**src/rtl/ddr_rd_pkg.sv**
```systemverilog
package ddr_rd_pkg;

  typedef enum logic [1:0] {
    LAT_2_0  = 2'b00,
    LAT_2_5  = 2'b01,
    LAT_3_0  = 2'b10,
    LAT_RSVD = 2'b11
  } lat_e;

  typedef enum logic [1:0] {
    BL_RSVD = 2'b00,
    BL_2    = 2'b01,
    BL_4    = 2'b10,
    BL_8    = 2'b11
  } bl_e;

  // Latency in half-clock slots; zero marks a reserved code.
  function automatic logic [2:0] lat_halves(logic [1:0] sel);
    case (sel)
      LAT_2_0: return 3'd4;
      LAT_2_5: return 3'd5;
      LAT_3_0: return 3'd6;
      default: return 3'd0;
    endcase
  endfunction

  // Beats per burst; zero marks a reserved code.
  function automatic logic [3:0] bl_beats(logic [1:0] sel);
    case (sel)
      BL_2:    return 4'd2;
      BL_4:    return 4'd4;
      BL_8:    return 4'd8;
      default: return 4'd0;
    endcase
  endfunction

  // Low three column bits of beat idx, wrapping inside the aligned block.
  function automatic logic [2:0] beat_low(logic [2:0] s, logic [2:0] idx,
                                          logic [3:0] blen, logic ilv);
    logic [2:0] mask;
    mask = blen[2:0] - 3'd1;
    if (ilv) return s ^ (idx & mask);
    return ((s + idx) & mask) | (s & ~mask);
  endfunction

endpackage

```
**src/rtl/rd_cmd_decode.sv**
```systemverilog
module rd_cmd_decode
  import ddr_rd_pkg::*;
#(
  parameter int NSLOT = 32,
  localparam int SW = $clog2(NSLOT + 1)
) (
  input  logic          clk,
  input  logic          rst_n,
  input  logic          rd_cmd,
  input  logic [1:0]    lat_sel,
  input  logic [1:0]    bl_sel,
  output logic          accept,
  output logic [SW-1:0] start_rel,
  output logic [3:0]    blen,
  output logic          err
);

  logic [SW-1:0] end_q, end_d, base;
  logic [SW:0]   stop;
  logic [2:0]    lat_h;
  logic          fits, cmd_ok, err_d, end_en;

  // Next-state: place the burst after the later of latency and pending tail.
  always_comb begin
    lat_h     = lat_halves(lat_sel);
    blen      = bl_beats(bl_sel);
    base      = (end_q > SW'(2)) ? end_q - SW'(2) : '0;
    start_rel = (base > SW'(lat_h)) ? base : SW'(lat_h);
    stop      = {1'b0, start_rel} + (SW+1)'(blen);
    fits      = stop <= (SW+1)'(NSLOT);
    cmd_ok    = (lat_h != 3'd0) && (blen != 4'd0) && fits;
    accept    = rd_cmd && cmd_ok;
    err_d     = rd_cmd && !cmd_ok;
    end_d     = accept ? stop[SW-1:0] : base;
    end_en    = accept || (end_q != '0);
  end

  always_ff @(posedge clk or negedge rst_n) begin
    if (!rst_n) begin
      end_q <= '0;
      err   <= 1'b0;
    end else begin
      if (end_en) end_q <= end_d;
      err <= err_d;
    end
  end

  // a reserved latency code is flagged in the next cycle
  a_r12_reserved_flag: assert property (@(posedge clk) disable iff (!rst_n)
    (rd_cmd && lat_sel == LAT_RSVD) |=> err);

endmodule

```
**src/rtl/rd_slot_line.sv**
```systemverilog
module rd_slot_line
  import ddr_rd_pkg::*;
#(
  parameter int NSLOT = 32,
  parameter int COL_W = 10,
  localparam int SW = $clog2(NSLOT + 1)
) (
  input  logic                      clk,
  input  logic                      rst_n,
  input  logic                      accept,
  input  logic [SW-1:0]             start_rel,
  input  logic [3:0]                blen,
  input  logic [COL_W-1:0]          base_col,
  input  logic                      ilv,
  output logic [1:0]                lane_vld,
  output logic [1:0]                lane_odd,
  output logic [1:0][COL_W-1:0]     lane_col
);

  logic [NSLOT-1:0]             vld_q, vld_d, odd_q, odd_d, hit, shv;
  logic [NSLOT-1:0][COL_W-1:0]  col_q, col_d;

  // Slot t holds half-clock 2k+t; every clock the line advances by two.
  for (genvar t = 0; t < NSLOT; t++) begin : g_slot
    localparam int         TI  = t;
    localparam logic [2:0] TLO = 3'(TI);
    logic             sh_odd;
    logic [COL_W-1:0] sh_col;
    logic [2:0]       idx;

    if (t + 2 < NSLOT) begin : g_shift
      assign shv[t]  = vld_q[t+2];
      assign sh_odd  = odd_q[t+2];
      assign sh_col  = col_q[t+2];
    end else begin : g_tail
      assign shv[t]  = 1'b0;
      assign sh_odd  = 1'b0;
      assign sh_col  = '0;
    end

    assign hit[t]   = accept && ((SW+1)'(TI) >= {1'b0, start_rel})
                             && ((SW+1)'(TI) < {1'b0, start_rel} + (SW+1)'(blen));
    assign idx      = TLO - start_rel[2:0];
    assign vld_d[t] = hit[t] | shv[t];
    assign odd_d[t] = hit[t] ? idx[0] : sh_odd;
    assign col_d[t] = hit[t] ? {base_col[COL_W-1:3], beat_low(base_col[2:0], idx, blen, ilv)}
                             : sh_col;
  end

  always_ff @(posedge clk or negedge rst_n) begin
    if (!rst_n) begin
      vld_q <= '0;
      odd_q <= '0;
      col_q <= '0;
    end else begin
      vld_q <= vld_d;
      odd_q <= odd_d;
      col_q <= col_d;
    end
  end

  assign lane_vld = vld_q[1:0];
  assign lane_odd = odd_q[1:0];
  assign lane_col = col_q[1:0];

  // a newly placed burst never lands on a slot that is still pending
  a_r11_no_overlap: assert property (@(posedge clk) disable iff (!rst_n)
    (hit & shv) == '0);

  // no accepted read starts earlier than two clocks after its edge
  a_r2_min_latency: assert property (@(posedge clk) disable iff (!rst_n)
    accept |-> (start_rel >= SW'(4)));

endmodule

```
**src/rtl/rd_beat_out.sv**
```systemverilog
module rd_beat_out #(
  parameter int                COL_W   = 10,
  parameter int                DATA_W  = 16,
  parameter logic [DATA_W-1:0] PATTERN = 16'hA500
) (
  input  logic              vld,
  input  logic              odd,
  input  logic [COL_W-1:0]  col,
  output logic [DATA_W-1:0] dq,
  output logic              dv,
  output logic              dqs
);

  assign dv  = vld;
  assign dqs = vld & ~odd;
  assign dq  = vld ? (PATTERN ^ DATA_W'(col)) : '0;

endmodule

```
**src/rtl/ddr_rd_sched.sv**
```systemverilog
module ddr_rd_sched #(
  parameter int                COL_W   = 10,
  parameter int                DATA_W  = 16,
  parameter int                NSLOT   = 32,
  parameter logic [DATA_W-1:0] PATTERN = 16'hA500,
  localparam int SW = $clog2(NSLOT + 1)
) (
  input  logic              clk,
  input  logic              rst_n,
  input  logic              rd_cmd,
  input  logic [COL_W-1:0]  rd_col,
  input  logic [1:0]        lat_sel,
  input  logic [1:0]        bl_sel,
  input  logic              burst_ilv,
  output logic [DATA_W-1:0] dq_rise,
  output logic [DATA_W-1:0] dq_fall,
  output logic              dv_rise,
  output logic              dv_fall,
  output logic              dqs_rise,
  output logic              dqs_fall,
  output logic              rd_err
);

  logic                     accept;
  logic [SW-1:0]            start_rel;
  logic [3:0]               blen;
  logic [1:0]               lane_vld, lane_odd, lane_dv, lane_dqs;
  logic [1:0][COL_W-1:0]    lane_col;
  logic [1:0][DATA_W-1:0]   lane_dq;

  rd_cmd_decode #(.NSLOT(NSLOT)) u_dec (
    .clk(clk), .rst_n(rst_n), .rd_cmd(rd_cmd), .lat_sel(lat_sel), .bl_sel(bl_sel),
    .accept(accept), .start_rel(start_rel), .blen(blen), .err(rd_err)
  );

  rd_slot_line #(.NSLOT(NSLOT), .COL_W(COL_W)) u_line (
    .clk(clk), .rst_n(rst_n), .accept(accept), .start_rel(start_rel), .blen(blen),
    .base_col(rd_col), .ilv(burst_ilv),
    .lane_vld(lane_vld), .lane_odd(lane_odd), .lane_col(lane_col)
  );

  // Lane 0 is the rising half of the cycle, lane 1 the falling half.
  for (genvar l = 0; l < 2; l++) begin : g_lane
    rd_beat_out #(.COL_W(COL_W), .DATA_W(DATA_W), .PATTERN(PATTERN)) u_out (
      .vld(lane_vld[l]), .odd(lane_odd[l]), .col(lane_col[l]),
      .dq(lane_dq[l]), .dv(lane_dv[l]), .dqs(lane_dqs[l])
    );
  end

  assign dq_rise  = lane_dq[0];
  assign dq_fall  = lane_dq[1];
  assign dv_rise  = lane_dv[0];
  assign dv_fall  = lane_dv[1];
  assign dqs_rise = lane_dqs[0];
  assign dqs_fall = lane_dqs[1];

  // strobe alternates between the two halves of a cycle
  a_r9_strobe_pair: assert property (@(posedge clk) disable iff (!rst_n)
    (dv_rise && dv_fall) |-> (dqs_rise != dqs_fall));

  // strobe alternates from a falling half into the next rising half
  a_r9_strobe_cross: assert property (@(posedge clk) disable iff (!rst_n)
    dv_fall |=> (dv_rise -> (dqs_rise != $past(dqs_fall))));

endmodule

```
**config.mk**
```make
export PLATFORM = sky130hd
export DESIGN_NAME = ddr_rd_sched
export DESIGN_NICKNAME = d
export VERILOG_FILES = /design/src/rtl/ddr_rd_pkg.sv /design/src/rtl/rd_cmd_decode.sv /design/src/rtl/rd_slot_line.sv /design/src/rtl/rd_beat_out.sv /design/src/rtl/ddr_rd_sched.sv
export SDC_FILE = /design/constraint.sdc
export NUM_CORES = 1
export LEC_CHECK = 0
export BUFFER_PORTS_ARGS = -buffer_cell sky130_fd_sc_hd__clkbuf_2
export CAP_MARGIN = 25
export CORE_MARGIN = 2
export CORE_UTILIZATION = 30
export DETAILED_ROUTE_END_ITERATION = 16
export PLACE_DENSITY_LB_ADDON = 0.15
export SLEW_MARGIN = 25
export SYNTH_ARGS = -nofsm -noshare
export SYNTH_HDL_FRONTEND = slang
export SYNTH_SLANG_ARGS = --single-unit
```
**constraint.sdc**
```tcl
create_clock -name clk -period 7.46 [get_ports clk]
set_input_delay 1.492 -clock clk [delete_from_list [all_inputs] [get_ports clk]]
set_output_delay 1.492 -clock clk [all_outputs]
set_load 0.05 [all_outputs]
```
==> results.tsv <==
metric	value	unit
status	completed	
cts_made_buffers	43	
post-cts-setup-buffers	0	
htreeDepth	2	
cp_cell_sequence	nor4_1 > a21oi_1 > ha_1 > o21ai_0 > a32oi_1 > nor2_1 > mux2_2 > inv_2 > fa_1 > nor2b_1 > nor3b_1 > a221oi_1 > nor2_4 > a41oi_2 > or4_4 > a311o_1 > mux2_1	
crit_fanout	16	
end_kind	register	
grt.total_usage	13.6	%
cts_sinks	391	
max_stage_delay	0.66	ns
clk_pin_slew_worst_paths	0.06	ns
fin_crit	6.70	ns
dp_hpwl	23800	µm
slowest_stage	a311o_1	
areaGrowthSynthToFinish	15.1	%
cts_tree	yes	
ys_seq_area_share	59.2	%
vias_per_cell	4.70	
synth_cells	1193	
die_h	239	µm
min_to	u_line.vld_q[27]	
routed_wl	37400	µm
vias	9292	
synth_area	16500	µm²
setup.worst_path.class	register to register	
rr_startpoint	u_dec.end_q[3]	
nFillCells	5275	
rrSetupSlack	0.76	ns
postRouteAntennaNets	0	
required	7.89	ns
grt_pass1_vias	9814	
power.total	0.00894	W
multi_input_area	6270	µm²
hold_viol	0	
worst_pin_slew	1.00	ns
yosysWarnings	0	
diodes	0	
min_path_type	register to register	
ys_ff_latch	391	
core_area	54800	µm²
dieArea	57000	µm²
drc_errors	0	
reg2reg_depth	17	
finClkSkew	0.0205	ns
grt_max_degree	167	
initial_core_util	30.2	%
post-synth-top-area-cell	dfrtp_1	
die_w	239	µm
setup_tns	0	ns
gp_congestion	0.888	
maxSlewViolCount	0	
place_area	17600	µm²
min-delay-start	u_line.vld_q[29]	
power.density	470	nW/µm²
min_path_cells	1	
synth_edf_count	0	
max_freq	149	MHz
drive_gt1_share	37.9	%
grt_pass1_wl	60000	µm
final_net_count	1283	
cts_max_path_buffers	3	
cp.depth	17	
fin_area	19000	µm²
ctsResizeCount	0	
synthArstFlopShare	100	%
critPathBufInv	1	
synth_area_leaders	dfrtp_1 59%, mux2_2 19%, ha_1 1.6%	
setup_violations	0	
max_cap_violations	0	
antenna_found_initial	0	
first_pass_iters	4	
critPathLaunchType	register	
regArea	9780	µm²
port-buffer-count	48	
cts.hold.buffers_added	0	
drtIter0Drc	448	
wire_per_inst	18.9	µm
yosysUniqueCellTypes	71	
avgSynthCellArea	13.8	µm²
rows	86	
whs	0.423	ns
clkLatencyLatePin	0.56	ns
period_share	89.8	%
synth_top_area_share	59.2	%
root_buffer	clkbuf_16	
relSlewSlack	33.2	%
critPathArrivalTime	7.13	ns
rsz0062_at_grt	false	
path_delay_family	simple AND/OR/NAND/NOR gates	
worstReg2RegEnd	u_line.g_slot[16].sh_col[9]	
synth_ff_type	dfrtp_1	
pin_count	55	
gr-total-overflow	0	
ir_drop	0.194	mV
leakage	9.22	nW
[through the flow]
step,setup WS (ns),utilization [%],instances
4_1_cts,0.779,34.7,1974
6_report,0.763,34.7,1975
2_1_floorplan,1.46,-,1198
3_5_place_dp,0.514,32.1,1897
3_3_place_gp,0.624,32.1,1897
5_1_grt,0.322,34.7,1975
[registers in the layout (all words and copies together), names as in the netlist]
name	count
u_dec.err	1
u_dec.end_q	6
u_line.vld_q	32
u_line.g_slot.sh_col	300
u_line.odd_q	32
u_line.lane_col	20
[cells in the mapped netlist (5+ instances only)]
cell / n
o21ai_0: 13
ha_1: 21
nor3_1: 7
a21o_1: 7
mux2_2: 283
inv_1: 30
nand3_1: 5
or2_2: 20
dfrtp_1: 391
a31oi_1: 6
nor4_1: 5
mux2_1: 20
a221oi_1: 7
xnor2_1: 14
and2_1: 41
nor2_1: 31
clkbuf_1: 39
nand2b_1: 20
a21oi_1: 25
mux2_4: 8
mux2i_1: 22
nand2_1: 33
buf_4: 14
buf_2: 27
nor2b_1: 18
fa_1: 5
[power by group]
| group | total, W | internal (W) | switching, W |
|---|---|---|---|
| Combinational | 0.00381 | 0.00153 | 0.00228 |
| Sequential | 0.00302 | 0.00281 | 0.000213 |
| Clock | 0.00211 | 0.00127 | 0.000840 |
[layout by cell type (no fill, tap or decap), types with 5 or more instances in the layout]
cell type,synthesis,routed
clkbuf_8,0,9
and2_1,41,41
ha_1,21,21
a21oi_1,25,24
o21ai_0,13,13
nor2_1,31,31
mux2_1,20,20
a221oi_2,2,5
mux2i_1,22,22
clkbuf_2,0,47
mux2_4,8,8
buf_4,14,31
nor2b_1,18,18
inv_1,30,30
clkbuf_1,39,15
nor3_1,7,6
xnor2_1,14,14
conb_1,1,6
a31oi_1,6,6
mux2_2,283,283
nand2_1,33,33
nand2b_1,20,20
dfrtp_1,391,391
nand3_1,5,5
or2_2,20,20
clkbuf_16,0,45
fa_1,5,5
a21o_1,7,7
[how the worst max path moves through the flow]
stage	start	endpoint
global route	u_dec.end_q[3]	u_line.g_slot[16].sh_col[9]
floorplan	lat_sel[0]	u_line.g_slot[18].sh_col[1]
global placement	lat_sel[0]	u_line.g_slot[16].sh_col[9]
CTS	u_dec.end_q[3]	u_line.g_slot[16].sh_col[9]
detailed placement	lat_sel[0]	u_line.g_slot[16].sh_col[9]
finish	u_dec.end_q[3]	u_line.g_slot[16].sh_col[9]
[final cells by class]
type | count | share of cell area, %
Timing Repair Buffer | 82 | 2.90
Multi-Input combinational cell | 689 | 33.0
Sequential cell | 391 | 51.5
Inverter | 32 | 0.632
Clock buffer | 69 | 6.87
Tap cell | 704 | 4.63
Clock inverter | 8 | 0.520
[metal layers]
layer  vias to the layer above  global-route usage [%]  part of all wire [%]
met5                         -                       0                     0
met4                         0                    4.56                   2.5
met3                        55                    2.49                   3.4
met2                       140                    21.1                    46
met1                      4884                    19.2                    48
li1                       4213                       -                     -
[kinds of logic after synthesis]
logic type	share of synthesized area, %
mux	22.7
compound gates	4.99
fa+ha+maj	2.20
flops	59.2
buf+inv	3.34
simple gates	6.56
other cells	0.0227
xor+xnor	0.954
Power figures use the tool's default switching activity.
